[src/rtl/cwd_pkg.sv]
package cwd_pkg;

    localparam int OPT_W       = 32;
    localparam int SIZE_CODE_W = 5;
    localparam int MAX_LOG2    = 26;

    typedef enum logic [1:0] {
        SPC_COMMON = 2'b00,
        SPC_ALIAS  = 2'b01,
        SPC_ATTR   = 2'b10,
        SPC_IO     = 2'b11
    } space_e;

    // option register layout, msb first
    typedef struct packed {
        logic [SIZE_CODE_W-1:0] size_code;  // [31:27] Gray code of log2(size)
        logic [5:0]             spare_hi;   // [26:21]
        logic [5:0]             strobe;     // [20:15]
        logic [3:0]             setup;      // [14:11]
        logic [3:0]             hold;       // [10:7]
        logic                   wide;       // [6]
        logic                   spare_lo;   // [5]
        space_e                 space;      // [4:3]
        logic                   slot;       // [2]
        logic                   wprot;      // [1]
        logic                   valid;      // [0]
    } opt_t;

    typedef struct packed {
        logic [5:0] strobe;
        logic [3:0] setup;
        logic [3:0] hold;
    } timing_t;

    function automatic logic [SIZE_CODE_W-1:0] gray_to_log2(input logic [SIZE_CODE_W-1:0] g);
        logic [SIZE_CODE_W-1:0] b;
        b[SIZE_CODE_W-1] = g[SIZE_CODE_W-1];
        for (int i = SIZE_CODE_W - 2; i >= 0; i--) begin
            b[i] = b[i+1] ^ g[i];
        end
        return b;
    endfunction

    function automatic space_e space_norm(input space_e s);
        return (s == SPC_ALIAS) ? SPC_COMMON : s;
    endfunction

endpackage

[src/rtl/cwd_win_regs.sv]
module cwd_win_regs
    import cwd_pkg::*;
#(
    parameter int NUM_WIN = 8,
    parameter int ADDR_W  = 32,
    parameter int IDX_W   = 3
) (
    input  logic                           clk,
    input  logic                           rst_n,
    input  logic                           we,
    input  logic                           sel_opt,
    input  logic [IDX_W-1:0]               idx,
    input  logic [OPT_W-1:0]               wdata,
    output logic [NUM_WIN-1:0][ADDR_W-1:0] base_o,
    output opt_t [NUM_WIN-1:0]             opt_o
);

    typedef struct packed {
        logic [NUM_WIN-1:0][ADDR_W-1:0] base;
        opt_t [NUM_WIN-1:0]             opt;
    } bank_t;

    bank_t bank_d, bank_q;

    always_comb begin
        bank_d = bank_q;
        if (we && (int'(idx) < NUM_WIN)) begin
            if (sel_opt) begin
                bank_d.opt[idx] = opt_t'(wdata);
            end else begin
                bank_d.base[idx] = wdata[ADDR_W-1:0];
            end
        end
    end

    always_ff @(posedge clk or negedge rst_n) begin
        if (!rst_n) begin
            bank_q <= '0;
        end else begin
            bank_q <= bank_d;
        end
    end

    assign base_o = bank_q.base;
    assign opt_o  = bank_q.opt;

endmodule

[src/rtl/cwd_win_match.sv]
module cwd_win_match
    import cwd_pkg::*;
#(
    parameter int ADDR_W         = 32,
    parameter int MEM_ALIGN_LOG2 = 12,
    parameter int IO_MAX_LOG2    = 16
) (
    input  logic [ADDR_W-1:0] base,
    input  opt_t              opt,
    input  logic [ADDR_W-1:0] addr,
    output logic              hit,
    output logic [ADDR_W-1:0] offset
);

    localparam int LOG2_LIMIT = (ADDR_W - 1 < MAX_LOG2) ? ADDR_W - 1 : MAX_LOG2;

    logic [SIZE_CODE_W-1:0] lg;
    logic                   code_ok;
    logic                   size_ok;
    logic                   align_ok;
    logic                   enabled;
    logic [ADDR_W:0]        diff;
    logic [ADDR_W-1:0]      above;

    always_comb begin
        lg       = gray_to_log2(opt.size_code);
        code_ok  = (int'(lg) <= LOG2_LIMIT);
        size_ok  = (opt.space != SPC_IO) || (int'(lg) <= IO_MAX_LOG2);
        align_ok = (opt.space == SPC_IO) || (base[MEM_ALIGN_LOG2-1:0] == '0);
        enabled  = opt.valid && code_ok && size_ok && align_ok;
        diff     = {1'b0, addr} - {1'b0, base};
        above    = diff[ADDR_W-1:0] >> lg;
        hit      = enabled && !diff[ADDR_W] && (above == '0);
        offset   = diff[ADDR_W-1:0];
    end

endmodule

[src/rtl/cwd_win_prio.sv]
module cwd_win_prio #(
    parameter int NUM_WIN = 8,
    parameter int IDX_W   = 3
) (
    input  logic [NUM_WIN-1:0] hits,
    output logic               found,
    output logic [IDX_W-1:0]   idx
);

    always_comb begin
        found = |hits;
        idx   = '0;
        for (int i = NUM_WIN - 1; i >= 0; i--) begin
            if (hits[i]) begin
                idx = IDX_W'(i);
            end
        end
    end

endmodule

[src/rtl/card_win_decoder.sv]
module card_win_decoder
    import cwd_pkg::*;
#(
    parameter int  NUM_WIN        = 8,
    parameter int  ADDR_W         = 32,
    parameter int  MEM_ALIGN_LOG2 = 12,
    parameter int  IO_MAX_LOG2    = 16,
    localparam int IDX_W          = (NUM_WIN > 1) ? $clog2(NUM_WIN) : 1
) (
    input  logic              clk,
    input  logic              rst_n,
    input  logic              cfg_we,
    input  logic              cfg_sel_opt,
    input  logic [IDX_W-1:0]  cfg_idx,
    input  logic [31:0]       cfg_wdata,
    input  logic              req_valid,
    input  logic              req_write,
    input  logic [ADDR_W-1:0] req_addr,
    output logic              acc_valid,
    output logic [IDX_W-1:0]  acc_idx,
    output logic [ADDR_W-1:0] acc_offset,
    output logic              acc_slot,
    output logic [1:0]        acc_space,
    output logic              acc_wide,
    output logic [3:0]        acc_hold,
    output logic [3:0]        acc_setup,
    output logic [5:0]        acc_strobe,
    output logic              wp_err
);

    typedef struct packed {
        logic              valid;
        logic              err;
        logic [IDX_W-1:0]  idx;
        logic [ADDR_W-1:0] offset;
        logic              slot;
        space_e            space;
        logic              wide;
        timing_t           timing;
    } out_t;

    logic [NUM_WIN-1:0][ADDR_W-1:0] base_w;
    opt_t [NUM_WIN-1:0]             opt_w;
    logic [NUM_WIN-1:0]             hits;
    logic [NUM_WIN-1:0][ADDR_W-1:0] offs;
    logic                           found;
    logic [IDX_W-1:0]               win_idx;
    opt_t                           sel;
    out_t                           out_d, out_q;

    cwd_win_regs #(
        .NUM_WIN (NUM_WIN),
        .ADDR_W  (ADDR_W),
        .IDX_W   (IDX_W)
    ) u_regs (
        .clk     (clk),
        .rst_n   (rst_n),
        .we      (cfg_we),
        .sel_opt (cfg_sel_opt),
        .idx     (cfg_idx),
        .wdata   (cfg_wdata),
        .base_o  (base_w),
        .opt_o   (opt_w)
    );

    for (genvar w = 0; w < NUM_WIN; w++) begin : g_win
        cwd_win_match #(
            .ADDR_W         (ADDR_W),
            .MEM_ALIGN_LOG2 (MEM_ALIGN_LOG2),
            .IO_MAX_LOG2    (IO_MAX_LOG2)
        ) u_match (
            .base   (base_w[w]),
            .opt    (opt_w[w]),
            .addr   (req_addr),
            .hit    (hits[w]),
            .offset (offs[w])
        );
    end

    cwd_win_prio #(
        .NUM_WIN (NUM_WIN),
        .IDX_W   (IDX_W)
    ) u_prio (
        .hits  (hits),
        .found (found),
        .idx   (win_idx)
    );

    always_comb begin
        out_d = '0;
        sel   = opt_w[win_idx];
        if (req_valid && found) begin
            if (req_write && sel.wprot) begin
                out_d.err = 1'b1;
            end else begin
                out_d.valid         = 1'b1;
                out_d.idx           = win_idx;
                out_d.offset        = offs[win_idx];
                out_d.slot          = sel.slot;
                out_d.space         = space_norm(sel.space);
                out_d.wide          = sel.wide;
                out_d.timing.strobe = sel.strobe;
                out_d.timing.setup  = sel.setup;
                out_d.timing.hold   = sel.hold;
            end
        end
    end

    always_ff @(posedge clk or negedge rst_n) begin
        if (!rst_n) begin
            out_q <= '0;
        end else begin
            out_q <= out_d;
        end
    end

    assign acc_valid  = out_q.valid;
    assign wp_err     = out_q.err;
    assign acc_idx    = out_q.idx;
    assign acc_offset = out_q.offset;
    assign acc_slot   = out_q.slot;
    assign acc_space  = out_q.space;
    assign acc_wide   = out_q.wide;
    assign acc_hold   = out_q.timing.hold;
    assign acc_setup  = out_q.timing.setup;
    assign acc_strobe = out_q.timing.strobe;

endmodule

[config.mk]
export PLATFORM = sky130hd
export DESIGN_NAME = card_win_decoder
export DESIGN_NICKNAME = d
export VERILOG_FILES = /design/src/rtl/cwd_pkg.sv /design/src/rtl/cwd_win_regs.sv /design/src/rtl/cwd_win_match.sv /design/src/rtl/cwd_win_prio.sv /design/src/rtl/card_win_decoder.sv
export SDC_FILE = /design/constraint.sdc
export NUM_CORES = 2
export LEC_CHECK = 0
export BUFFER_PORTS_ARGS = -buffer_cell sky130_fd_sc_hd__buf_2
export CELL_PAD_IN_SITES_DETAIL_PLACEMENT = 0
export CELL_PAD_IN_SITES_GLOBAL_PLACEMENT = 1
export CORE_MARGIN = 1.5
export CORE_UTILIZATION = 31
export DETAILED_ROUTE_END_ITERATION = 8
export PLACE_DENSITY_LB_ADDON = 0.1
export SLEW_MARGIN = 20
export SYNTH_ARGS = -nofsm -noshare
export SYNTH_HDL_FRONTEND = slang
export SYNTH_SLANG_ARGS = --single-unit
[constraint.sdc]
create_clock -name clk -period 18.8 [get_ports clk]
set_clock_uncertainty 0.2 [all_clocks]
set_input_delay 3.76 -clock clk [delete_from_list [all_inputs] [get_ports clk]]
set_output_delay 3.76 -clock clk [all_outputs]
set_load 0.02 [all_outputs]
; After elaboration in Yosys (flattened, before gate mapping)
; Index checks and enable logic that the tools add are counted.
[word_totals]
register_bits = 567
out_inout_bits = 55
wordCells = 298
[classes]
n_addsub = 8
order_cmp = 19
eq_ne = 17
n_shift = 8
mux = 21
n_bitwise = 33
n_reduce_logical = 86
[op_table]
columns = cell, count
row1 = bitwise mux 256 bit, 2
row2 = subtractor 32 x 32 -> 33 bit, 8
row3 = logical NOT 32 bit, 8
row4 = >> shifter 32 x 5 -> 32 bit, 8
row5 = binary-select mux 32 bit (select 3 bit), 2
row6 = demux 32 bit (select 3 bit), 1
row7 = logical NOT 12 bit, 8
row8 = "less-or-equal comparator 5 bit, second input constant", 16
row9 = two-way mux 32 bit, 2
row10 = two-way mux 55 bit, 1
row11 = two-way mux 53 bit, 1
row12 = logical AND 1 bit, 43
row13 = XOR 1 bit, 32
row14 = two-way mux 3 bit, 8
row15 = two-way mux 21 bit, 1
row16 = "equality test 2 bit, second input constant", 8
row17 = logical OR 1 bit, 16
row18 = "inequality test 2 bit, second input constant", 8
row19 = logical NOT 1 bit, 8
row20 = "less-than comparator 3 x 4 -> 1 bit, second input constant", 2
row21 = OR reduction 8 bit, 1
row22 = AND reduction 2 bit, 2
row23 = ">= comparator 3 x 1 -> 1 bit, second input constant", 1
row24 = "equality test 2 x 1 -> 1 bit, second input constant", 1
row25 = other kinds (3), 4

; Longest topological paths before layout
[depth]
depth_word = 24
ltp_mapped = 30

; Modules after synthesis
; Synthesis repeated with hierarchy kept, for this count alone.
[hier_totals]
hier_cells = 4889
hier_area_um2 = 46759.8
[modules_own_cells]
columns = module, n_inst, cells_each, area_per_inst_um2
row1 = cwd_win_regs, 1, 1135, 19294.8
row2 = cwd_win_match at g_win[1].u_match ..., 6, 419, 2731.4
row3 = card_win_decoder, 1, 370, 5191.2
row4 = cwd_win_match at g_win[0].u_match, 1, 463, 3100.5
row5 = cwd_win_match at g_win[7].u_match, 1, 394, 2703.8
row6 = cwd_win_prio, 1, 13, 81.3

; Worst setup path before layout
; Ideal clock, no wire load.
[synth_timing]
kind = input to register
from = input port req_addr[0]
to = register out_q (netlist bit acc_space[0])
setup_ns = 0.094
arrival_time_ns = 9.065
required_time_ns = 18.506
setup_slack_ns = 9.442
path_stages = 21
n_path_buf = 1
path_cell_list = inv_1 -> ha_1 -> fa_1 -> nand2b_1 -> a211oi_1 -> nor2_1 -> o211a_2 -> o41ai_1 -> xor2_1 -> a2111o_1 -> or3_1 -> a2111oi_0 -> o2111ai_1 -> nand2_1 -> nor2_4 -> or2_1 -> buf_6 -> mux2i_1 -> a211o_1 -> or4_1 -> a221oi_2
[synth_lines]
columns = element, line_no
row1 = "start, declared", card_win_decoder.sv:18  ; input logic [ADDR_W-1:0] req_addr,
row2 = "end signal, assigned", card_win_decoder.sv:113  ; out_q <= out_d;
row3 = "end, declared", card_win_decoder.sv:49  ; out_t out_d, out_q;

==> summary.txt <==
Run status
  • Status: finished clean

STA
  • Worst-case headroom to the max-slew limit: 0.251
  • Transition time of the tightest slew-check pin: 1.11 ns
  • Hold Vio Cnt, Final: 0
  • Minimum hold slack: 0.302 ns
  • Unrepaired setup endpoints after global routing: false
  • Final count of pins violating max slew: 0
  • Setup-violating endpoint count in the final report: 0
  • Shortest clock period the worst path allows after layout: 11.72 ns
  • Maximum frequency from static timing analysis: 85.3 MHz
  • Sum of negative setup slack: 0 ns
  • Minimum setup slack in the final design: 7.08 ns
  • Tcrit/Tclk final: 0.623

Clocking
  • Post-CTS setup buffer count: 0
  • Max Buffers Root-to-Sink: 3
  • Sink count of the clock tree: 511
  • Clock transition at the registers of the reported paths: 0.06 ns
  • Number of clock buffers inserted by TritonCTS: 73
  • CTS tree: built
  • Total number of H-tree levels: 3
  • Hold_buf cts: 0
  • Clock latency at the later pin of the worst-skew pair: 0.69 ns
  • CTS Root Cell: clkbuf_16
  • Count of instances resized after the clock tree is built: 0

Drt
  • Number of nets with antenna violations after detailed routing: 0
  • Drt first-iter violations: 4,475
  • DRC viols: 0
  • Total wire length after detailed routing: 236 mm
  • Mean number of vias per cell: 6.02
  • Wire length per cell after detailed routing: 31.2 microns
  • Count of TritonRoute iterations in the first routing pass: 6
  • Vias after detailed routing: 45,415

Global route
  • GR Util All Layers: 0.303
  • Wire length of the first global-routing pass: 331 mm
  • Largest net degree at the start of global routing: 157
  • Vias in the first global route: 43,374
  • Initial antenna violation count: 43
  • Total congestion overflow after global routing: 0

Placed design
  • Post-DP Area: 48,700 sq um
  • Post-place setup slack: 6.57 ns
  • Total half-perimeter wirelength after legalization and detailed placement: 173 mm
  • GPL Wtd Cong: 0.962
  • Number of placed cells counting well taps: 7,399
  • Number of buffers inserted by port buffering: 127

Power
  • Reported leakage power: 21.9 nW
  • Maximum ir drop on the vdd rail: 0.0748 mV
  • Power Dens Cells: 148 nW/um^2

Yosys
  • Post-synthesis cell type with the largest combined area: dfrtp_1
  • Largest cells by area after synthesis: dfrtp_1 (28%), mux2_2 (8.5%), ha_1 (8.1%)
  • Total number of yosys warnings: 0
  • Number of register bits inferred by synthesis: 511
  • Sequential cell area fraction in the yosys report: 0.276
  • Synth top cells by count: nand2_1 (603), dfrtp_1 (511), inv_1 (401)
  • Synth top area share: 0.276
  • Synth Area per Inst: 8.28 sq um
  • Syn Nets: 5,972
  • Most repeated cell in the gate-level netlist after synthesis: nand2_1
  • Main flop type after synthesis: dfrtp_1
  • Unique cell type count in the Yosys netlist: 114
  • Post-synth EDFFs: 0
  • Share of flip-flops with an asynchronous set or reset after synthesis: 1.00
  • Post-synthesis instance area: 46,300 sq um
  • Number of instances in the synthesized netlist: 5,592

Worst setup path
  • Max stage delay cell, worst path: a32oi_1
  • CP Launch Type: primary input
  • Critical-path cell list: buf_2 -> inv_1 -> fa_1 -> nand2b_1 -> a211oi_1 -> nor2_1 -> o211a_2 -> o41ai_1 -> xor2_1 -> a2111o_1 -> or3_1 -> a2111oi_0 -> o2111ai_1 -> nor3b_1 -> nor3_2 -> buf_12 -> o21ai_0 -> a32oi_1 -> and3_1
  • Crit. End Element: register
  • Worst path max stage delay: 0.78 ns
  • Type of the worst setup path: in2reg
  • Endpoint required time on the critical path: 19.21 ns
  • Max Fanout on Critical Path: 128
  • Crit path arrival time: 12.13 ns

Floorplanning
  • Floorplan die height: 389 microns
  • IO Pins: 128
  • Area enclosed by the die boundary: 152,000 sq um
  • Floorplan Core Area: 148,000 sq um
  • Starting density of the core: 0.313
  • Row count: 141
  • Horizontal extent of the die: 389 microns

Finish
  • Fraction of final layout cells sized beyond drive strength 1: 0.139
  • Post-Layout Cell Count: 7,548
  • Syn-to-layout area delta: 11.0%
  • Total number of nets in the final design: 5,924
  • Final Cell Area: 51,400 sq um

Job
  • Max-Cap Viols: 0

Hold path
  • Min-delay worst type: reg2reg
## flip-flops by register name, summed over array words and instances (netlist names), 2 cells and up
register / cells
acc_offset: 32
acc_space: 2
u_regs.opt_o: 200
acc_idx: 3
u_regs.base_o: 256
acc_strobe: 6
acc_setup: 4
acc_hold: 4
## worst max-delay path, delay by kind of cell
kind / cells / cell delay, ns
AO/OA/AOI/OAI: 8 / 4.23
AND/OR/NAND/NOR: 6 / 1.77
buffers and inverters: 3 / 1.57
adder cells (fa/ha/maj): 1 / 0.54
XOR/XNOR: 1 / 0.20
## cells in the final DEF (no fill, tap or decap), types with 57 or more instances in the layout
cell type	instances
nand2_1	602
nor3_1	109
a21o_1	95
inv_1	401
buf_4	57
a211oi_1	76
xor2_1	72
dfrtp_1	511
nor2_1	285
nor4_1	60
ha_1	299
o21ai_0	370
a21oi_1	360
xnor2_1	86
o21a_1	66
mux2i_1	146
mux2_2	351
nand4_1	70
and3_1	79
o211ai_1	115
nand3_1	155
clkbuf_16	73
buf_2	126
## cell families after synthesis
family	synth area share
adder cells (fa/ha/maj)	0.0845
other	0.0000810
AND/OR/NAND/NOR	0.178
multiplexers	0.120
flip-flops	0.276
XOR/XNOR	0.0302
buffers and inverters	0.0603
AO/OA/AOI/OAI	0.251
## path summary, 6_finish.rpt
| path | start | end | cells after the start | slack, ns |
|---|---|---|---|---|
| max reg2reg | u_regs.opt_o[223] | acc_offset[11] | 24 | 7.83 |
| max | req_addr[1] | acc_offset[20] | 19 | 7.08 |
| min | u_regs.base_o[12] | u_regs.base_o[12] | 1 | 0.30 |
| min in group asynchronous | rst_n | u_regs.base_o[150] | 1 | 2.82 |
| max in group asynchronous | rst_n | u_regs.base_o[215] | 3 | 13.49 |
| min reg2reg | u_regs.base_o[12] | u_regs.base_o[12] | 1 | 0.30 |
## report_power, final
group	total, mW	internal (mW)	switching [mW]	leakage (nW)
clock network	1.52	0.917	0.600	1.27
registers	1.47	1.33	0.135	6.32
logic	4.63	1.56	3.07	14.3
total	7.62	3.81	3.81	21.9
## per-layer routing
layer	share of wire	track usage	up-vias
li1	-	-	20583
met1	0.43	0.405	22795
met2	0.45	0.480	1665
met3	0.068	0.0471	366
met4	0.048	0.136	6
met5	0.00020	0	-
## through the flow
stage	util	power (mW)
2_1_floorplan	-	4.54
3_3_place_gp	0.329	6.04
3_5_place_dp	0.329	6.01
4_1_cts	0.347	7.57
5_1_grt	0.347	8.07
6_report	0.347	7.62
## final cells by class
type / instances / area (sq um)
diodes: 16 / 40.0
clock buffers: 105 / 2130
clock inverters: 28 / 485
fillers: 15580 / 96600
inverters: 409 / 1540
multi-input cells: 4362 / 30900
flip-flops and latches: 511 / 12800
well taps: 1930 / 2410
repair buffers: 187 / 1120
Note: power is estimated with default switching activity, not from simulation.
